`src/rtl/shift_cam_pkg.sv`:
```
package shift_cam_pkg;
   localparam int BANK_ENTRIES = 16;
   localparam int SLICE_W      = 4;

   function automatic logic [3:0] lowest16(input logic [15:0] v);
      logic [3:0] idx;
      idx = 4'd0;
      for (int i = 15; i >= 0; i--) begin
         if (v[i]) idx = 4'(i);
      end
      return idx;
   endfunction
endpackage

```
`src/rtl/cam_slice_table.sv`:
```
module cam_slice_table (
   input  logic       clk,
   input  logic       rst_n,
   input  logic       shift_en,
   input  logic       shift_bit,
   input  logic [3:0] look_key,
   output logic       look_hit
);
   logic [15:0] tbl;

   always_ff @(posedge clk) begin
      if (!rst_n)        tbl <= '0;
      else if (shift_en) tbl <= {tbl[14:0], shift_bit};
   end

   assign look_hit = tbl[look_key];
endmodule

```
`src/rtl/cam_load_seq.sv`:
```
module cam_load_seq #(
   parameter int ADDR_W = 5,
   parameter int DATA_W = 8
) (
   input  logic              clk,
   input  logic              rst_n,
   input  logic              wr_req,
   input  logic [ADDR_W-1:0] wr_addr,
   input  logic [DATA_W-1:0] wr_data,
   output logic              busy,
   output logic [3:0]        step,
   output logic [ADDR_W-1:0] tgt_addr,
   output logic [DATA_W-1:0] tgt_data
);
   always_ff @(posedge clk) begin
      if (!rst_n) begin
         busy     <= 1'b0;
         step     <= 4'd0;
         tgt_addr <= '0;
         tgt_data <= '0;
      end else if (busy) begin
         if (step == 4'd0) busy <= 1'b0;
         else              step <= step - 4'd1;
      end else if (wr_req) begin
         busy     <= 1'b1;
         step     <= 4'd15;
         tgt_addr <= wr_addr;
         tgt_data <= wr_data;
      end
   end

   // a load in progress keeps its own target
   p_hold_target_r3: assert property (@(posedge clk) disable iff (!rst_n)
      busy |=> ($stable(tgt_addr) && $stable(tgt_data)));
   // a load always starts at the top nibble value
   p_load_start_r2: assert property (@(posedge clk) disable iff (!rst_n)
      $rose(busy) |-> (step == 4'd15));
   // the load ends after the last nibble value
   p_load_end_r2: assert property (@(posedge clk) disable iff (!rst_n)
      (busy && step == 4'd0) |=> !busy);
endmodule

```
`src/rtl/cam_bank16.sv`:
```
module cam_bank16 #(
   parameter int DATA_W = 8
) (
   input  logic              clk,
   input  logic              rst_n,
   input  logic              ld_en,
   input  logic [3:0]        ld_slot,
   input  logic [3:0]        ld_step,
   input  logic [DATA_W-1:0] ld_data,
   input  logic [DATA_W-1:0] key,
   output logic [15:0]       hit
);
   localparam int NSLICE = DATA_W / shift_cam_pkg::SLICE_W;

   for (genvar e = 0; e < shift_cam_pkg::BANK_ENTRIES; e++) begin : g_entry
      logic [NSLICE-1:0] slice_hit;
      logic              sel;
      assign sel = ld_en && (ld_slot == 4'(e));
      for (genvar n = 0; n < NSLICE; n++) begin : g_slice
         cam_slice_table u_tbl (
            .clk      (clk),
            .rst_n    (rst_n),
            .shift_en (sel),
            .shift_bit(ld_step == ld_data[n*4 +: 4]),
            .look_key (key[n*4 +: 4]),
            .look_hit (slice_hit[n])
         );
      end
      assign hit[e] = &slice_hit;
   end
endmodule

```
`src/rtl/shift_cam.sv`:
```
module shift_cam #(
   parameter int DATA_W    = 8,
   parameter int NUM_BANKS = 2,
   localparam int BANK_W   = (NUM_BANKS > 1) ? $clog2(NUM_BANKS) : 0,
   localparam int ADDR_W   = 4 + BANK_W,
   localparam int DEPTH    = 16 * NUM_BANKS
) (
   input  logic              clk,
   input  logic              rst_n,
   input  logic              wr_req,
   input  logic [ADDR_W-1:0] wr_addr,
   input  logic [DATA_W-1:0] wr_data,
   output logic              busy,
   input  logic              match_req,
   input  logic [DATA_W-1:0] match_key,
   output logic              hit_valid,
   output logic [DEPTH-1:0]  hit_vec,
   output logic              addr_valid,
   output logic              match_found,
   output logic [ADDR_W-1:0] match_addr
);
   if (DATA_W < 4 || (DATA_W % 4) != 0) begin : g_bad_width
      $error("DATA_W must be a positive multiple of 4");
   end
   if (NUM_BANKS < 1 || (NUM_BANKS & (NUM_BANKS - 1)) != 0) begin : g_bad_banks
      $error("NUM_BANKS must be a power of two");
   end

   logic [3:0]        step;
   logic [ADDR_W-1:0] tgt_addr;
   logic [DATA_W-1:0] tgt_data;
   logic [DEPTH-1:0]  comb_vec;
   logic              accept;

   cam_load_seq #(.ADDR_W(ADDR_W), .DATA_W(DATA_W)) u_seq (
      .clk      (clk),
      .rst_n    (rst_n),
      .wr_req   (wr_req),
      .wr_addr  (wr_addr),
      .wr_data  (wr_data),
      .busy     (busy),
      .step     (step),
      .tgt_addr (tgt_addr),
      .tgt_data (tgt_data)
   );

   for (genvar b = 0; b < NUM_BANKS; b++) begin : g_bank
      logic bank_ld;
      if (NUM_BANKS > 1) begin : g_sel
         assign bank_ld = busy && (tgt_addr[ADDR_W-1:4] == BANK_W'(b));
      end else begin : g_one
         assign bank_ld = busy;
      end
      cam_bank16 #(.DATA_W(DATA_W)) u_bank (
         .clk     (clk),
         .rst_n   (rst_n),
         .ld_en   (bank_ld),
         .ld_slot (tgt_addr[3:0]),
         .ld_step (step),
         .ld_data (tgt_data),
         .key     (match_key),
         .hit     (comb_vec[b*16 +: 16])
      );
   end

   assign accept = match_req && !busy;

   always_ff @(posedge clk) begin
      if (!rst_n) begin
         hit_valid <= 1'b0;
         hit_vec   <= '0;
      end else begin
         hit_valid <= accept;
         if (accept) hit_vec <= comb_vec;
      end
   end

   // Encoder: per-bank lowest position, then lowest bank that hit
   logic [NUM_BANKS-1:0] bank_any;
   logic [3:0]           bank_loc [NUM_BANKS];
   logic [ADDR_W-1:0]    enc_next;

   for (genvar b = 0; b < NUM_BANKS; b++) begin : g_enc
      assign bank_any[b] = |hit_vec[b*16 +: 16];
      assign bank_loc[b] = shift_cam_pkg::lowest16(hit_vec[b*16 +: 16]);
   end

   if (NUM_BANKS == 1) begin : g_enc_flat
      assign enc_next = bank_loc[0];
   end else begin : g_enc_casc
      logic [BANK_W-1:0] sel;
      always_comb begin
         sel = '0;
         for (int b = NUM_BANKS - 1; b >= 0; b--) begin
            if (bank_any[b]) sel = BANK_W'(b);
         end
      end
      assign enc_next = {sel, bank_loc[sel]};
   end

   always_ff @(posedge clk) begin
      if (!rst_n) begin
         addr_valid  <= 1'b0;
         match_found <= 1'b0;
         match_addr  <= '0;
      end else begin
         addr_valid <= hit_valid;
         if (hit_valid) begin
            match_found <= |bank_any;
            match_addr  <= enc_next;
         end
      end
   end

   // no search while a load runs
   p_no_match_busy_r4: assert property (@(posedge clk) disable iff (!rst_n)
      busy |=> !hit_valid);
   // the encoder follows one cycle behind the hit vector
   p_enc_follow_r6: assert property (@(posedge clk) disable iff (!rst_n)
      hit_valid |=> addr_valid);
   // found flag agrees with the vector it was encoded from
   p_found_any_r8: assert property (@(posedge clk) disable iff (!rst_n)
      addr_valid |-> (match_found == ($past(hit_vec) != '0)));
   // the reported entry hit and no lower entry did
   p_lowest_r7: assert property (@(posedge clk) disable iff (!rst_n)
      (addr_valid && match_found) |->
         ((($past(hit_vec) >> match_addr) & DEPTH'(1)) != '0) &&
         (($past(hit_vec) & ((DEPTH'(1) << match_addr) - DEPTH'(1))) == '0));
   // no hit reports index zero
   p_none_zero_r8: assert property (@(posedge clk) disable iff (!rst_n)
      (addr_valid && !match_found) |-> (match_addr == '0));
endmodule

```
`config.mk`:
```
export PLATFORM = sky130hd
export DESIGN_NAME = shift_cam
export DESIGN_NICKNAME = d
export VERILOG_FILES = /design/src/rtl/shift_cam_pkg.sv /design/src/rtl/cam_slice_table.sv /design/src/rtl/cam_load_seq.sv /design/src/rtl/cam_bank16.sv /design/src/rtl/shift_cam.sv
export SDC_FILE = /design/constraint.sdc
export NUM_CORES = 2
export LEC_CHECK = 0
export ABC_AREA = 1
export CAP_MARGIN = 5
export CELL_PAD_IN_SITES_DETAIL_PLACEMENT = 1
export CELL_PAD_IN_SITES_GLOBAL_PLACEMENT = 2
export CORE_MARGIN = 4
export CORE_UTILIZATION = 40
export CTS_CLUSTER_SIZE = 40
export DETAILED_ROUTE_END_ITERATION = 10
export DONT_BUFFER_PORTS = 1
export PLACE_DENSITY_LB_ADDON = 0.1
export SYNTH_ARGS = -nofsm -noshare
export SYNTH_HDL_FRONTEND = slang
export SYNTH_HIERARCHICAL = 1
export SYNTH_SLANG_ARGS = --single-unit
export TNS_END_PERCENT = 10
```
`constraint.sdc`:
```
create_clock -name clk -period 4 [get_ports clk]
set_clock_uncertainty 0.1 [all_clocks]
set_input_delay 0.8 -clock clk [delete_from_list [all_inputs] [get_ports clk]]
set_output_delay 0.8 -clock clk [all_outputs]
set_load 0.02 [all_outputs]
```
==> Yosys cells after proc, flatten, opt, wreduce, memory -nomap -nowiden <==
Index checks and enable logic that the tools add are counted.
{ "totals": {"regBits": 1082, "input_bits": 25, "out_inout_bits": 41, "wordCells": 345} }
{ "op_classes": {"n_addsub": 1, "magnitude_cmp": 3, "n_eq_ne": 18, "muxes": 171, "bitwise": 3, "n_reduce_logical": 76} }
{ "op_table": {"columns": ["op", "count"], "rows": [
  ["$bmux 1 s4", 64],
  ["$mux 4", 38],
  ["$mux 1", 69],
  ["$reduce_and 2->1", 34],
  ["$logic_and 1x1->1", 35],
  ["$eq 4x4->1 const B", 8],
  ["$reduce_or 16->1", 2],
  ["$reduce_or 32->1", 1],
  ["$eq 4x3->1 const B", 4],
  ["$lt 4x5->1 const B", 2],
  ["$eq 4x2->1 const B", 2],
  ["$eq 4x4->1", 2],
  ["$logic_not 4->1", 2],
  ["$eq 4x1->1 const B", 1],
  ["$sub 4x1->4 const B", 1],
  ["$ge 2x2->1 const B", 1],
  ["$ne 2x2->1 const B", 1],
  ["$not 1->1", 2],
  ["$not 1->2", 1],
  ["$reduce_bool 2->1", 1],
  ["$logic_not 1->1", 1]
]} }

==> Logic depth before layout (Yosys ltp) <==
{ "logic_depth": {"ltp_word": 19, "mapped_depth": 19} }

==> Cells and area by module <==
The synthesis kept the hierarchy.
{ "by_module_without_submodules": {"columns": ["module", "n_inst", "cells_each", "area_each_um2", "seq_area_each_um2"], "rows": [
  ["cam_slice_table", 64, 103, 724.4, 320.3],
  ["shift_cam", 1, 250, 1751.7, 800.8],
  ["cam_bank16", 2, 89, 421.7, 0.0],
  ["cam_load_seq", 1, 95, 784.5, 360.3]
]} }

==> Worst setup path before layout <==
Ideal clock, no wire load.
{ "synth_path": {"path_kind": "reg-to-reg", "start": "reg u_seq.busy", "end": "reg g_bank[0].u_bank.g_entry[12].g_slice[0].u_tbl.tbl[13]", "setup_ps": 70, "t_arrival_ps": 1616, "slack_ps": 2214, "path_stages_with_launch": 9, "n_path_buf": 2, "synth_period_minus_slack_ps": 1786, "cell_sequence": "dfxtp_1 -> inv_1 -> nor2_1 -> inv_2 -> nor3_2 -> buf_4 -> buf_4 -> o21ai_0 -> a21oi_1"} }
{ "synth_via": {"elab_chain_len": 2} }
{ "synth_lines": {"columns": ["element", "line", "source"], "rows": [
  ["from (decl)", "cam_load_seq.sv:10", "output logic busy,"],
  ["from (signal assigned)", "cam_load_seq.sv:17", "busy <= 1'b0;"],
  ["from (signal assigned)", "cam_load_seq.sv:22", "if (step == 4'd0) busy <= 1'b0;"],
  ["from (signal assigned)", "cam_load_seq.sv:25", "busy <= 1'b1;"],
  ["$logic_and 1x1->1", "shift_cam.sv:50", "assign bank_ld = busy && (tgt_addr[ADDR_W-1:4] == BANK_W'(b));"],
  ["named net g_bank[0].bank_ld", "shift_cam.sv:48", "logic bank_ld;"],
  ["$logic_and 1x1->1", "cam_bank16.sv:18", "assign sel = ld_en && (ld_slot == 4'(e));"],
  ["named net g_bank[0].u_bank.g_entry[12].sel", "cam_bank16.sv:17", "logic sel;"],
  ["to (signal assigned)", "cam_slice_table.sv:13", "else if (shift_en) tbl <= {tbl[14:0], shift_bit};"],
  ["to (decl)", "cam_slice_table.sv:9", "logic [15:0] tbl;"]
]} }
The timed path passes the listed nets, and every way through them passes these cells.
A chain may end at the register's enable or synchronous reset.

==> flow_summary.json <==
{
  "cts_hold_buf": 0,
  "relSlewSlack_pct": -284,
  "critPathSlowestCell": "o21ai_0",
  "root_buffer": "clkbuf_16",
  "holdPathStages": 2,
  "rsz0062_at_grt": "false",
  "grt_overflow": 0,
  "gp_congestion": 0.750,
  "top_layer_used": "met4",
  "start_util_pct": 40.2,
  "rows": 129,
  "cts_max_level": 4,
  "grt_max_degree": 1079,
  "avgSynthCellArea_um2": 6.99,
  "dpl.hpwl_mm": 80.8,
  "clockBufferDepth": 3,
  "dr.pass1.iters": 5,
  "clk_pin_slew_ns": 0.06,
  "io_pins": 66,
  "dieArea_um2": 130000,
  "syn_area_um2": 49700,
  "crit_cells": 2,
  "hold_viol": 0,
  "die_w_um": 361,
  "synthCells": 7115,
  "grt_use_total_pct": 21.2,
  "crit_buf_inv": 0,
  "final_layout_size_suffix_gt1_share_pct": 6.01,
  "synth_cell_types": 29,
  "crit_arrival_ns": 5.28,
  "ir_worst_vdd_mv": 0.414,
  "reg2regPathDepth": 7,
  "grt_pass1_vias": 44840,
  "met3_length_mm": 4.89,
  "vias": 44617,
  "core_um2": 124000,
  "antenna_found_initial": 4,
  "via_per_inst": 5.12,
  "synth_seq_cells": 1082,
  "drv_slew": 895,
  "switchingPower_uw": 5950,
  "drt-initial-drc-count": 2522,
  "violations": "max-slew violations, negative setup slack",
  "clock_latency_ns": 0.75,
  "numCtsBuffers": 132,
  "dr_wl_met2_mm": 62.4,
  "setup_viol": 267,
  "dp_cells": 8478,
  "path_cells": "o21ai_0 > a21oi_1",
  "cp.required_ns": 4.48,
  "drt-met1-wl_mm": 69.6,
  "yosys_warnings": 6,
  "maxCapViolCount": 0,
  "critical_path_class": "primary input to flop",
  "hp-class": "primary input to flop",
  "crit_path_max_incr_delay_ns": 1.62,
  "synth-seq-area-share_pct": 43.5,
  "nNetsFinal": 7002,
  "fmax_ghz": 0.208,
  "critPathTopFamily": "compound AO/OA/AOI/OAI gates",
  "p_int_uw": 19200,
  "fin_ws_ns": -0.800,
  "p_seq_share_pct": 44.3,
  "cts_tree": "built",
  "post-route-min-period_ns": 4.80,
  "syn_nets": 7142,
  "routedWlPerCell_um": 16.0,
  "die_h_um": 361,
  "path_max_fanout": 1078,
  "pwr-share-clk_pct": 49.5,
  "start_kind": "primary input",
  "finalNonFillerCells": 8717,
  "placed_cell_area_um2": 50200,
  "leakagePower_uw": 0.0227,
  "combPwrFrac_pct": 6.2,
  "worst_slew_pin_slew_ns": 5.76,
  "swShare_pct": 23.7,
  "final_antenna_net_count": 0,
  "grt_pass1_wl_mm": 232,
  "power.density_nw_per_um2": 459,
  "cp-end-kind": "flop",
  "wirelength_mm": 140,
  "finalCritPeriodShare_pct": 120,
  "final_area_um2": 54700,
  "outcome": "finished with violations",
  "fin_worst_hold_slack_ns": 0.115,
  "cts.sinks": 1082,
  "cts_resized": 0,
  "cts_setup_buffers": 0,
  "portBuffers": 0,
  "drc": 0,
  "syn2layout_area_growth_pct": 9.95
}
-- cell type report --
type	instances	area, um2
diodes	5	12.5
inverters	1318	4950
repair buffers	60	500
clock buffers	189	3930
well taps	1637	2050
clock inverters	45	597
fillers	15751	68900
flip-flops and latches	1082	21700
multi-input cells	4381	21000
-- through the flow --
step	power (uW)	setup TNS (ns)	setup slack (ns)	utilization, %
floorplan	12600	0	2.21	-
global placement	12900	0	0.957	40.6
detailed placement	12900	0	0.865	40.6
CTS	25600	0	0.842	44.2
global route	26200	0	0.641	44.2
finish	25100	-48.92	-0.800	44.2
-- layer usage --
layer / vias up / GRT usage, %
met5: - / 0
met4: 0 / 5.58
met3: 174 / 3.75
met2: 357 / 34.9
met1: 21297 / 28.7
li1: 22789 / -
-- logic make-up (layout without fill, tap and decap cells) --
| kind of cell | Yosys count | in the layout | share of synthesized area (%) |
|---|---|---|---|
| other | 0 | 5 | 0 |
| adders and majority gates | 2 | 2 | 0.0503 |
| buffers and inverters | 1652 | 1612 | 14.8 |
| DFF | 1082 | 1082 | 43.5 |
| AOI/OAI and AO/OA | 2268 | 2268 | 22.9 |
| xor gates and xnor gates | 8 | 8 | 0.141 |
| and+or+nand+nor | 2103 | 2103 | 18.6 |
-- worst paths after layout --
path                   start     endpoint  slack (ns)
setup reg to reg  u_seq/busy         flop        0.68
hold reg to reg         flop         flop        0.36
hold / removal         rst_n         flop        0.11
setup / recovery       rst_n  hit_vec[18]       -0.80
-- registers in the layout, summed over array words and instances, names as in the netlist, 4 cells and up --
name and count:
g_bank.u_bank/g_entry.g_slice.u_tbl/tbl 1024, hit_vec 32, match_addr 5, u_seq/step 4
u_seq/tgt_addr 5, u_seq/tgt_data 8
-- power groups by stage --
| stage | logic (uW) | clock network [uW] | registers (uW) |
|---|---|---|---|
| 2_1_floorplan | 1280 | 0 | 11300 |
| 3_3_place_gp | 1510 | 0 | 11400 |
| 3_5_place_dp | 1540 | 0 | 11400 |
| 4_1_cts | 1550 | 12900 | 11100 |
| 5_1_grt | 1760 | 13300 | 11200 |
| 6_report | 1550 | 12400 | 11100 |
-- cell usage in the layout (no fill, tap or decap), types with 2 or more instances in the layout --
cell type and n:
inv_1 1298, nand2_1 1139, dfxtp_1 1082, a21oi_1 1064, o21ai_0 1063, nand3_1 797
o21ai_1 138, clkbuf_16 137, nand2_2 78, buf_4 56, nor2_1 32, clkbuf_8 31
clkinv_2 25, nor2_4 22, clkbuf_1 21, inv_2 19, nor3_4 16, bufinv_16 14
nor2_2 11, xnor2_1 8, diode_2 5, inv_6 5, buf_12 4, or2_1 2
o211ai_1 2, ha_1 2
-- synthesized netlist by cell type --
cell type / count / area [um2]
inv_1: 1298 / 4870
nand2_1: 1140 / 4280
dfxtp_1: 1082 / 21700
a21oi_1: 1064 / 5330
o21ai_0: 1063 / 5320
nand3_1: 797 / 3990
o21ai_1: 138 / 691
buf_2: 129 / 646
buf_4: 128 / 961
nand2_2: 78 / 488
buf_6: 65 / 732
nor2_1: 52 / 195
inv_2: 19 / 71.3
nor3_2: 16 / 160
clkbuf_1: 11 / 41.3
nor2_2: 11 / 68.8
xnor2_1: 8 / 70.1
ha_1: 2 / 25.0
nor2_4: 2 / 22.5
o211ai_1: 2 / 15.0
or2_1: 2 / 12.5
buf_12: 1 / 20.0
inv_6: 1 / 8.76
nand2_8: 1 / 20.0
nand3_2: 1 / 10.0
nand4_1: 1 / 6.26
nor3_1: 1 / 5.00
nor4_2: 1 / 12.5
o32ai_2: 1 / 16.3
(Power assumes the default switching activity.)
